==> src/rtl/edid_sel_pkg.sv <==
// Shared widths, codes and record types for the native timing selector.
// Assumes the 18-byte detailed descriptor layout with 12-bit size fields.
package edid_sel_pkg;
    localparam int DESC_BYTES = 18;          // bytes per descriptor
    localparam int KEEP_BYTES = 12;          // leading bytes that carry timing fields
    localparam int CLK_RAW_W  = 16;          // raw clock field width
    localparam int PCLK_W     = CLK_RAW_W + 4; // room for the x10 scaling
    localparam int TIME_W     = 14;          // 12-bit size plus two additions
    localparam logic [1:0] SEP_SYNC_KIND = 2'd3;

    // Raw fields unpacked from one descriptor
    typedef struct packed {
        logic [CLK_RAW_W-1:0] clk_raw;
        logic [11:0] h_act;
        logic [11:0] h_blk;
        logic [11:0] v_act;
        logic [11:0] v_blk;
        logic [9:0]  h_off;
        logic [9:0]  h_wid;
        logic [5:0]  v_off;
        logic [5:0]  v_wid;
        logic [1:0]  sync_kind;
        logic        pol_h;
        logic        pol_v;
        logic        intl;
    } dtd_fields_t;

    // Timing record in absolute positions
    typedef struct packed {
        logic [PCLK_W-1:0] pclk;
        logic [TIME_W-1:0] h_disp;
        logic [TIME_W-1:0] h_ss;
        logic [TIME_W-1:0] h_se;
        logic [TIME_W-1:0] h_tot;
        logic [TIME_W-1:0] v_disp;
        logic [TIME_W-1:0] v_ss;
        logic [TIME_W-1:0] v_se;
        logic [TIME_W-1:0] v_tot;
        logic              pos_h;
        logic              pos_v;
        logic              intl;
    } mode_rec_t;
endpackage

==> src/rtl/edid_dtd_collect.sv <==
// Counts incoming bytes into descriptor slots, keeps the leading bytes that
// hold timing fields and unpacks them. The strobe and the fields are presented
// combinationally in the cycle the final byte of a descriptor is accepted.
// Assumes blocks arrive whole: NUM_DESC descriptors of DESC_BYTES bytes each.
module edid_dtd_collect
    import edid_sel_pkg::*;
#(
    parameter int NUM_DESC = 4
) (
    input  logic        clk,
    input  logic        rst_n,
    input  logic        byte_valid_i,
    input  logic [7:0]  byte_i,
    output dtd_fields_t fields_o,
    output logic        fields_stb_o,
    output logic        first_desc_o,
    output logic        last_desc_o
);
    localparam int BIDX_W  = $clog2(DESC_BYTES);
    localparam int DIDX_W  = (NUM_DESC > 1) ? $clog2(NUM_DESC) : 1;
    localparam logic [BIDX_W-1:0] BYTE_LAST = BIDX_W'(DESC_BYTES - 1);
    localparam logic [DIDX_W-1:0] DESC_LAST = DIDX_W'(NUM_DESC - 1);

    logic [BIDX_W-1:0] byte_idx_q;
    logic [DIDX_W-1:0] desc_idx_q;
    logic [7:0]        keep_q [KEEP_BYTES];
    logic              at_last_byte;
    logic [7:0]        tail;

    assign at_last_byte = (byte_idx_q == BYTE_LAST);

    // Track byte position inside a descriptor and descriptor position in the block
    always_ff @(posedge clk) begin
        if (!rst_n) begin
            byte_idx_q <= '0;
            desc_idx_q <= '0;
        end else if (byte_valid_i) begin
            if (at_last_byte) begin
                byte_idx_q <= '0;
                desc_idx_q <= (desc_idx_q == DESC_LAST) ? '0 : desc_idx_q + 1'b1;
            end else begin
                byte_idx_q <= byte_idx_q + 1'b1;
            end
        end
    end

    // One holding register per kept byte position
    for (genvar g = 0; g < KEEP_BYTES; g++) begin : g_keep
        always_ff @(posedge clk) begin
            if (!rst_n)
                keep_q[g] <= '0;
            else if (byte_valid_i && byte_idx_q == BIDX_W'(g))
                keep_q[g] <= byte_i;
        end
    end

    assign tail = byte_i;

    // Unpack split and packed fields; the flag byte is the live final byte
    always_comb begin
        fields_o.clk_raw   = {keep_q[1], keep_q[0]};
        fields_o.h_act     = {keep_q[4][7:4], keep_q[2]};
        fields_o.h_blk     = {keep_q[4][3:0], keep_q[3]};
        fields_o.v_act     = {keep_q[7][7:4], keep_q[5]};
        fields_o.v_blk     = {keep_q[7][3:0], keep_q[6]};
        fields_o.h_off     = {keep_q[11][7:6], keep_q[8]};
        fields_o.h_wid     = {keep_q[11][5:4], keep_q[9]};
        fields_o.v_off     = {keep_q[11][3:2], keep_q[10][7:4]};
        fields_o.v_wid     = {keep_q[11][1:0], keep_q[10][3:0]};
        fields_o.sync_kind = tail[4:3];
        fields_o.pol_v     = tail[2];
        fields_o.pol_h     = tail[1];
        fields_o.intl      = tail[7];
    end

    assign fields_stb_o = byte_valid_i && at_last_byte;
    assign first_desc_o = (desc_idx_q == '0);
    assign last_desc_o  = (desc_idx_q == DESC_LAST);
endmodule

==> src/rtl/edid_mode_calc.sv <==
// Converts unpacked descriptor fields into an absolute timing record:
// offsets and widths become positions, blank becomes total, the clock is
// scaled to kHz and polarity is kept only for separate-sync descriptors.
// Purely combinational; assumes field widths from edid_sel_pkg.
module edid_mode_calc
    import edid_sel_pkg::*;
(
    input  dtd_fields_t fields_i,
    output mode_rec_t   rec_o
);
    logic sep_sync;

    assign sep_sync = (fields_i.sync_kind == SEP_SYNC_KIND);

    // Position arithmetic and flag gating
    always_comb begin
        rec_o.pclk   = PCLK_W'(fields_i.clk_raw) * PCLK_W'(10);
        rec_o.h_disp = TIME_W'(fields_i.h_act);
        rec_o.h_ss   = TIME_W'(fields_i.h_act) + TIME_W'(fields_i.h_off);
        rec_o.h_se   = rec_o.h_ss + TIME_W'(fields_i.h_wid);
        rec_o.h_tot  = TIME_W'(fields_i.h_act) + TIME_W'(fields_i.h_blk);
        rec_o.v_disp = TIME_W'(fields_i.v_act);
        rec_o.v_ss   = TIME_W'(fields_i.v_act) + TIME_W'(fields_i.v_off);
        rec_o.v_se   = rec_o.v_ss + TIME_W'(fields_i.v_wid);
        rec_o.v_tot  = TIME_W'(fields_i.v_act) + TIME_W'(fields_i.v_blk);
        rec_o.pos_h  = sep_sync && fields_i.pol_h;
        rec_o.pos_v  = sep_sync && fields_i.pol_v;
        rec_o.intl   = fields_i.intl;
    end
endmodule

==> src/rtl/edid_native_select.sv <==
// Top of the native timing selector. Keeps the strictly widest detailed
// timing of each block, latches the final record with a size check and a
// one-cycle done pulse after the last byte. Assumes whole blocks of NUM_DESC
// descriptors; digital_in_i is sampled with the final byte.
module edid_native_select
    import edid_sel_pkg::*;
#(
    parameter int NUM_DESC = 4,
    parameter int MIN_H    = 640,
    parameter int MIN_V    = 480
) (
    input  logic              clk,
    input  logic              rst_n,
    input  logic              byte_valid_i,
    input  logic [7:0]        byte_i,
    input  logic              digital_in_i,
    output logic              done_o,
    output logic              mode_valid_o,
    output logic [PCLK_W-1:0] pclk_o,
    output logic [TIME_W-1:0] h_disp_o,
    output logic [TIME_W-1:0] h_sync_start_o,
    output logic [TIME_W-1:0] h_sync_end_o,
    output logic [TIME_W-1:0] h_total_o,
    output logic [TIME_W-1:0] v_disp_o,
    output logic [TIME_W-1:0] v_sync_start_o,
    output logic [TIME_W-1:0] v_sync_end_o,
    output logic [TIME_W-1:0] v_total_o,
    output logic              hsync_pos_o,
    output logic              vsync_pos_o,
    output logic              interlace_o,
    output logic              digital_o
);
    dtd_fields_t fields;
    logic        fields_stb, first_desc, last_desc;
    mode_rec_t   cand, base, next_best, best_q, out_q;
    logic        take, valid_q, dig_q, done_q;

    edid_dtd_collect #(.NUM_DESC(NUM_DESC)) u_collect (
        .clk          (clk),
        .rst_n        (rst_n),
        .byte_valid_i (byte_valid_i),
        .byte_i       (byte_i),
        .fields_o     (fields),
        .fields_stb_o (fields_stb),
        .first_desc_o (first_desc),
        .last_desc_o  (last_desc)
    );

    edid_mode_calc u_calc (
        .fields_i (fields),
        .rec_o    (cand)
    );

    // Choose between the running best and the candidate of this descriptor
    always_comb begin
        base      = first_desc ? '0 : best_q;
        take      = (fields.clk_raw != '0) && (cand.h_disp > base.h_disp);
        next_best = take ? cand : base;
    end

    // Update the running best per descriptor and latch the record per block
    always_ff @(posedge clk) begin
        if (!rst_n) begin
            best_q  <= '0;
            out_q   <= '0;
            valid_q <= 1'b0;
            dig_q   <= 1'b0;
            done_q  <= 1'b0;
        end else begin
            done_q <= 1'b0;
            if (fields_stb) begin
                best_q <= next_best;
                if (last_desc) begin
                    out_q   <= next_best;
                    valid_q <= (next_best.h_disp >= TIME_W'(MIN_H)) &&
                               (next_best.v_disp >= TIME_W'(MIN_V));
                    dig_q   <= digital_in_i;
                    done_q  <= 1'b1;
                end
            end
        end
    end

    assign done_o         = done_q;
    assign mode_valid_o   = valid_q;
    assign digital_o      = dig_q;
    assign pclk_o         = out_q.pclk;
    assign h_disp_o       = out_q.h_disp;
    assign h_sync_start_o = out_q.h_ss;
    assign h_sync_end_o   = out_q.h_se;
    assign h_total_o      = out_q.h_tot;
    assign v_disp_o       = out_q.v_disp;
    assign v_sync_start_o = out_q.v_ss;
    assign v_sync_end_o   = out_q.v_se;
    assign v_total_o      = out_q.v_tot;
    assign hsync_pos_o    = out_q.pos_h;
    assign vsync_pos_o    = out_q.pos_v;
    assign interlace_o    = out_q.intl;
endmodule

==> config.mk <==
export PLATFORM = sky130hd
export DESIGN_NAME = edid_native_select
export DESIGN_NICKNAME = d
export VERILOG_FILES = /design/src/rtl/edid_sel_pkg.sv /design/src/rtl/edid_dtd_collect.sv /design/src/rtl/edid_mode_calc.sv /design/src/rtl/edid_native_select.sv
export SDC_FILE = /design/constraint.sdc
export NUM_CORES = 1
export LEC_CHECK = 0
export ABC_CLOCK_PERIOD_IN_PS = 3500
export BUFFER_PORTS_ARGS = -buffer_cell sky130_fd_sc_hd__buf_2
export CORE_MARGIN = 2
export CORE_UTILIZATION = 40
export DETAILED_ROUTE_END_ITERATION = 8
export PLACE_DENSITY = 0.56
export SETUP_SLACK_MARGIN = 0.15
export SLEW_MARGIN = 5
export SYNTH_ARGS = -nofsm -noshare
export SYNTH_HDL_FRONTEND = slang
export SYNTH_SLANG_ARGS = --single-unit
==> constraint.sdc <==
create_clock -name clk -period 3.5 [get_ports clk]
set_input_delay 0.7 -clock clk [delete_from_list [all_inputs] [get_ports clk]]
set_output_delay 0.7 -clock clk [all_outputs]
set_load 0.005 [all_outputs]
-- Word-level counts from Yosys, hierarchy flattened
Memory sizes are Yosys's and may differ from the RTL's.
Cells that the tools add are included.
- register bits: 280
- bits in writable memories: 96
- bits of input ports: 12
- output and inout port bits: 138
- logic and storage cells: 145
- memories kept: 1
- add/subtract/negate cells: 8
- multiply operators: 1
- magnitude comparators: 3
- equal/unequal tests: 14
- multiplexer cells: 54
- bitwise operators: 12
- reduce and logical (&&, ||, !) cells: 23
- memories (name ; words ; width ; read ports ; clocked after Yosys merged registers in ; wr ports ; RTL line ; RTL):
    u_collect.keep_q ; 12 ; 8 ; 12 ; 0 ; 12 ; edid_dtd_collect.sv:26 ; logic [7:0] keep_q [KEEP_BYTES];
- operators by type and width (cell ; count):
    135-bit 2-to-1 mux ; 2
    8-bit 2-to-1 mux ; 12
    1-bit 2-to-1 mux ; 38
    12-bit by 12-bit adder with 13-bit output ; 2
    5-bit by 3-bit equality test with 1-bit output (second input constant) ; 4
    5-bit by 4-bit equality test with 1-bit output (second input constant) ; 4
    16-bit by 3-bit multiplier with 19-bit output (second input constant) ; 1
    1-bit logical AND ; 17
    16-bit nonzero test ; 1
    14-bit by 10-bit adder with 14-bit output ; 1
    14-bit by 6-bit adder with 14-bit output ; 1
    14-bit by 10-bit greater-or-equal comparator with 1-bit output (second input constant) ; 1
    14-bit by 9-bit greater-or-equal comparator with 1-bit output (second input constant) ; 1
    12-bit by 14-bit greater-than comparator with 1-bit output ; 1
    12-bit by 10-bit adder with 13-bit output ; 1
    12-bit by 6-bit adder with 13-bit output ; 1
    1-bit OR ; 12
    5-bit by 2-bit equality test with 1-bit output (second input constant) ; 2
    2-bit AND reduction ; 3
    5-bit by 1-bit adder with 5-bit output (second input constant) ; 1
    5-bit by 1-bit equality test with 1-bit output (second input constant) ; 1
    5-bit equality test (second input constant) ; 1
    5-bit logical NOT ; 1
    5-bit 2-to-1 mux ; 1
    4 further kinds ; 5

-- Depth between registers and ports, before layout
- depth in word-level cells: 7
- depth in mapped cells: 18
- gate-level depth less buffers: 16

-- Cells and area by module
Synthesis repeated with hierarchy kept, for this count alone.
- cells, all modules: 1810
- area total of the unflattened synthesis: 18137.4 um2
- by module, submodules not included (module ; times used ; cells each ; area each (um2) ; seq. area each (um2)):
    edid_native_select ; 1 ; 1004 ; 10063.4 ; 5465.2
    edid_dtd_collect ; 1 ; 297 ; 4200.3 ; 3022.9
    edid_mode_calc ; 1 ; 509 ; 3873.7 ; 0.0

-- Worst setup path before layout
OpenSTA, ideal clock, no wires.
- path type: register to register
- start point: reg u_collect.desc_idx_q[0]
- end point: reg out_q, in the netlist v_sync_end_o[2]
- setup time: 0.137 ns
- data arrival time: 3.238 ns
- required time: 3.363 ns
- slack: 0.125 ns
- cell stages (with the launch flop): 18
- buffers on the path: 5
- clock period less this slack: 3.375 ns
- path through: dfxtp_1 -> inv_1 -> ha_1 -> buf_2 -> inv_2 -> clkbuf_1 -> buf_1 -> nand2_1 -> ha_1 -> a211o_1 -> o211ai_1 -> a21oi_1 -> a211oi_1 -> buf_2 -> buf_1 -> nor3_1 -> a31oi_1 -> a211oi_1
- word-level cells in the longest chain between the ends: 5
- elaborated cells between the ends (all ways): 7
- those cells by class: order compare: 1; eq/ne: 1; mux: 2; reduce/logical: 3
- ends and longest elaborated chain (element ; RTL line ; RTL):
    from (decl) ; edid_dtd_collect.sv:25 ; logic [DIDX_W-1:0] desc_idx_q;
    from (signal assigned) ; edid_dtd_collect.sv:40 ; desc_idx_q <= (desc_idx_q == DESC_LAST) ? '0 : desc_idx_q + 1'b1;
    2-bit logical NOT ; edid_dtd_collect.sv:77 ; assign first_desc_o = (desc_idx_q == '0);
    135-bit 2-to-1 mux ; edid_native_select.sv:56 ; base = first_desc ? '0 : best_q;
    12-bit by 14-bit greater-than comparator with 1-bit output ; edid_native_select.sv:57 ; take = (fields.clk_raw != '0) && (cand.h_disp > base.h_disp);
    1-bit logical AND ; edid_native_select.sv:57 ;
    135-bit 2-to-1 mux ; edid_native_select.sv:58 ; next_best = take ? cand : base;
    to (signal assigned) ; edid_native_select.sv:74 ; out_q <= next_best;
    to (decl) ; edid_native_select.sv:35 ; mode_rec_t cand, base, next_best, best_q, out_q;
Parallel ways exist; a longest one is shown, timed or not.
A chain may end at the register's enable or synchronous reset.

==> impl_metrics.toml <==
[outcome]
status = "finished clean"

[logic_synthesis]
synth_most_common_cell = "dfxtp_1"
synth_top_cells_by_count = "dfxtp_1, nor2_1, nand2_1, a21oi_1, o21ai_0"
yosysUniqueCellTypes = 81
synth_top_area_share_pct = 30.19
synth_ff_type = "dfxtp_1"
ys_warn_count = 0
syn_nets = 2131
yosys.area.top_type = "dfxtp_1"
syn_inst = 2010
synth_area_per_cell_sq_um = 9.238
ys_ff_latch = 376
synth.yosys.seq_area_share_pct = 45.71
synthTopCellsByArea = "dfxtp_1, edfxtp_1, ha_1"
mappedNetlistArea_sq_um = 18570
ys_async_sr_fraction_pct = 0
synth_edf_count = 96

[setup_path]
crit_chain = "ha_2 > buf_6 > a211oi_2 > o21bai_1 > a21oi_1 > xnor2_1 > ha_2 > nand2_1 > o211ai_1 > o41ai_2 > buf_4 > o211a_4 > nor3_4 > a311oi_2 > a21oi_1"
r2r_cells = 15
required_ns = 3.93
crit_arrival_ns = 3.74
crit_type = "reg -> reg"
path_buf_inv = 2
worstReg2RegStart = "u_collect.keep_q[2][0]$_SDFFCE_PN0P_"
path_max_fanout = 5
ff2ff_setup_slack_ns = 0.19
crit_family = "compound AO/OA/AOI/OAI gates"
slowest_stage = "edfxtp_1"
end_kind = "flop"
r2r-end = "h_sync_end_o[12]$_SDFFE_PN0P_"
critPathMaxStageDelay_ns = 0.41
cp-start-kind = "flop"

[route]
routed_wirelength_mm = 59.52
vias = 15921
vias_per_cell = 5.715
drt-initial-drc-count = 1368
wl_per_cell_microns = 21.36
dr.pass1.iters = 7
drcViolationCount = 0
ant_nets = 0

[power]
internal_power_mw = 7.777
clock_power_share_pct = 44.2
finalPower_mw = 10.50
ir_drop_mv = 0.3693
power_per_cell_area_nw_per_um2 = 473.7
leakagePower_nw = 8.944
p_switching_mw = 2.725
swShare_pct = 25.95
p_comb_share_pct = 12.4
power_frac_seq_pct = 43.4

[layout]
n_antenna_cell = 0
num-fill-cells = 4274
drive_gt1_share_pct = 18.44
finalNetCount = 2273
syn_to_final_growth_pct = 19.40

[timing]
relSlewSlack_pct = 17.35
tightest_slew_ns = 1.227
hold_viol_final = 0
tns_ns = 0
period_share_pct = 94.59
finalClockSkew_ns = 0.01856
min_period_ns = 3.311
setup_ws_ns = 0.1894
final_max_slew_viol_count = 0
rsz0062_at_grt = "true"
finalSetupViolCount = 0
timing.fmax_mhz = 302.1

[placement]
dp_hpwl_mm = 41.25
io_buffer_count = 149
pre_cts_slack_ns = 0.03572
routabilityCongestion = 0.8983

[cts]
ctsRootBufferMaster = "clkbuf_16"
insertion_delay_ns = 0.58
cts_buffers = 43
htreeDepth = 2
cts_tree = "built"
path_clk_slew_ns = 0.06
clk_path_buf_depth = 3
numClockSinks = 376

[worst_hold_path]
holdPathEnd = "digital_o$_SDFFE_PN0P_"
worstHoldStart = "digital_in_i"
hold_path.class = "in -> reg"
hold_path_depth = 3

[grt]
antenna_found_initial = 3
gr-total-overflow = 0
grt_pass1_vias = 14929
grt_pass1_wl_mm = 89.07
grt_max_degree = 109
grtUsageTotal_pct = 24.24

[run]
cap_violations = 0

[floorplanning]
die_x_microns = 219.5
die_area_sq_um = 48160
core_area_sq_um = 45580
row_count = 78
die_h_microns = 219.5
design.portCount = 150
initial_core_util_pct = 40.74
power by group through the flow:
| stage | combinational [mW] | clock, mW | sequential (mW) |
|---|---|---|---|
| 4_1_cts | 1.22 | 4.72 | 4.56 |
| 3_3_place_gp | 1.18 | 0 | 4.65 |
| 3_5_place_dp | 1.19 | 0 | 4.65 |
| 5_1_grt | 1.42 | 4.89 | 4.56 |
| 2_1_floorplan | 0.770 | 0 | 4.63 |
| 6_report | 1.30 | 4.64 | 4.56 |
cells by family after synthesis:
logic type	Yosys count	synth area share, %
xor gates and xnor gates	59	2.783
DFF	376	45.71
and+or+nand+nor	665	17.46
AOI/OAI and AO/OA	617	22.31
buffers and inverters	182	3.996
muxes	2	0.1078
adders and majority gates	109	7.628
state kept, by name, summed over array words and instances, names as in the netlist:
signal                count
h_total_o                14
digital_o                 1
v_disp_o                 14
best_q                  135
u_collect.byte_idx_q      5
pclk_o                   20
h_sync_end_o             14
u_collect.keep_q         96
v_sync_start_o           14
mode_valid_o              1
hsync_pos_o               1
vsync_pos_o               1
done_o                    1
interlace_o               1
h_sync_start_o           14
v_sync_end_o             14
h_disp_o                 14
v_total_o                14
u_collect.desc_idx_q      2
tightest hold or removal path: cells and delay by family:
| kind | cells | cell delay (ns) |
|---|---|---|
| AOI/OAI and AO/OA | 1 | 0.05 |
| and+or+nand+nor | 1 | 0.05 |
| buffers and inverters | 1 | 0.10 |
layer usage:
metal / up-vias / track usage, % / part of all wire, %
li1: 7643 / - / -
met1: 7725 / 33.90 / 46
met2: 460 / 37.61 / 44
met3: 93 / 4.279 / 6.1
met4: 0 / 8.536 / 3.5
met5: - / 0 / 0
per-stage QoR:
stage	utilization, %	hold slack [ns]	cells	cell area, sq um
after global routing	48.64	0.3955	2786	22170
after floorplan	-	0.4294	2010	18570
after detailed placement	44.44	0.4405	2692	20250
final	48.64	0.3826	2786	22170
after CTS	47.85	0.3554	2777	21810
after global placement	44.44	0.4228	2692	20250
area by class of cell:
class | instances | area, sq um | share of cell area [%]
timing repair buffer | 246 | 1633 | 7.365
tap | 600 | 750.7 | 3.386
inverter | 33 | 133.9 | 0.6039
clock buffer | 69 | 1349 | 6.084
clock inverter | 10 | 106.4 | 0.4797
sequential | 376 | 8488 | 38.29
multi-input combinational | 1452 | 9709 | 43.79
placed cells by master (no fill, tap or decap), types with 8 or more instances in the layout:
cell type	netlist	layout
nand2_1	135	133
nand4_1	8	8
clkbuf_1	103	13
o21ai_0	125	122
buf_2	34	149
o211a_1	17	16
xnor2_1	33	31
or2_2	10	10
a21o_1	21	21
nor4_1	10	9
o211ai_1	9	9
edfxtp_1	96	96
a21oi_1	134	129
and2_1	111	111
o21a_1	9	9
xor2_1	26	23
nand3_1	59	57
dfxtp_1	280	280
a211oi_1	116	111
clkbuf_16	0	48
and3_1	35	35
buf_4	4	84
nor2b_1	12	10
inv_1	32	31
nor3_1	42	37
a22o_1	29	29
a31oi_1	55	53
clkbuf_8	0	9
ha_1	102	96
a311oi_1	34	32
nor2_1	209	202
buf_12	0	11
worst max path at each step:
stage                                               from                             to  slack, ns  cells after the start
detailed placement  u_collect.keep_q[5][0]$_SDFFCE_PN0P_        best_q[26]$_SDFFE_PN0P_       0.04                     12
global placement    u_collect.keep_q[5][0]$_SDFFCE_PN0P_        best_q[26]$_SDFFE_PN0P_       0.06                     12
CTS                 u_collect.keep_q[2][0]$_SDFFCE_PN0P_        best_q[84]$_SDFFE_PN0P_       0.15                     16
global route        u_collect.keep_q[2][0]$_SDFFCE_PN0P_  h_sync_end_o[12]$_SDFFE_PN0P_       0.03                     13
floorplan           u_collect.desc_idx_q[0]$_SDFFE_PN0P_   v_sync_end_o[2]$_SDFFE_PN0P_       0.22                     17
finish              u_collect.keep_q[2][0]$_SDFFCE_PN0P_  h_sync_end_o[12]$_SDFFE_PN0P_       0.19                     15
timing repair:
| action | 4_1_cts | 5_1_grt |
|---|---|---|
| endpoints found under the hold margin | 0 | 0 |
| setup buffers | 6 | 8 |
| pin swaps | 7 | 28 |
| gates resized for setup | 15 | 53 |
| hold buffers | 0 | 0 |
| setup endpoints to repair | 22 | 200 |
| cloned | 0 | 1 |
(Power assumes the default switching activity.)
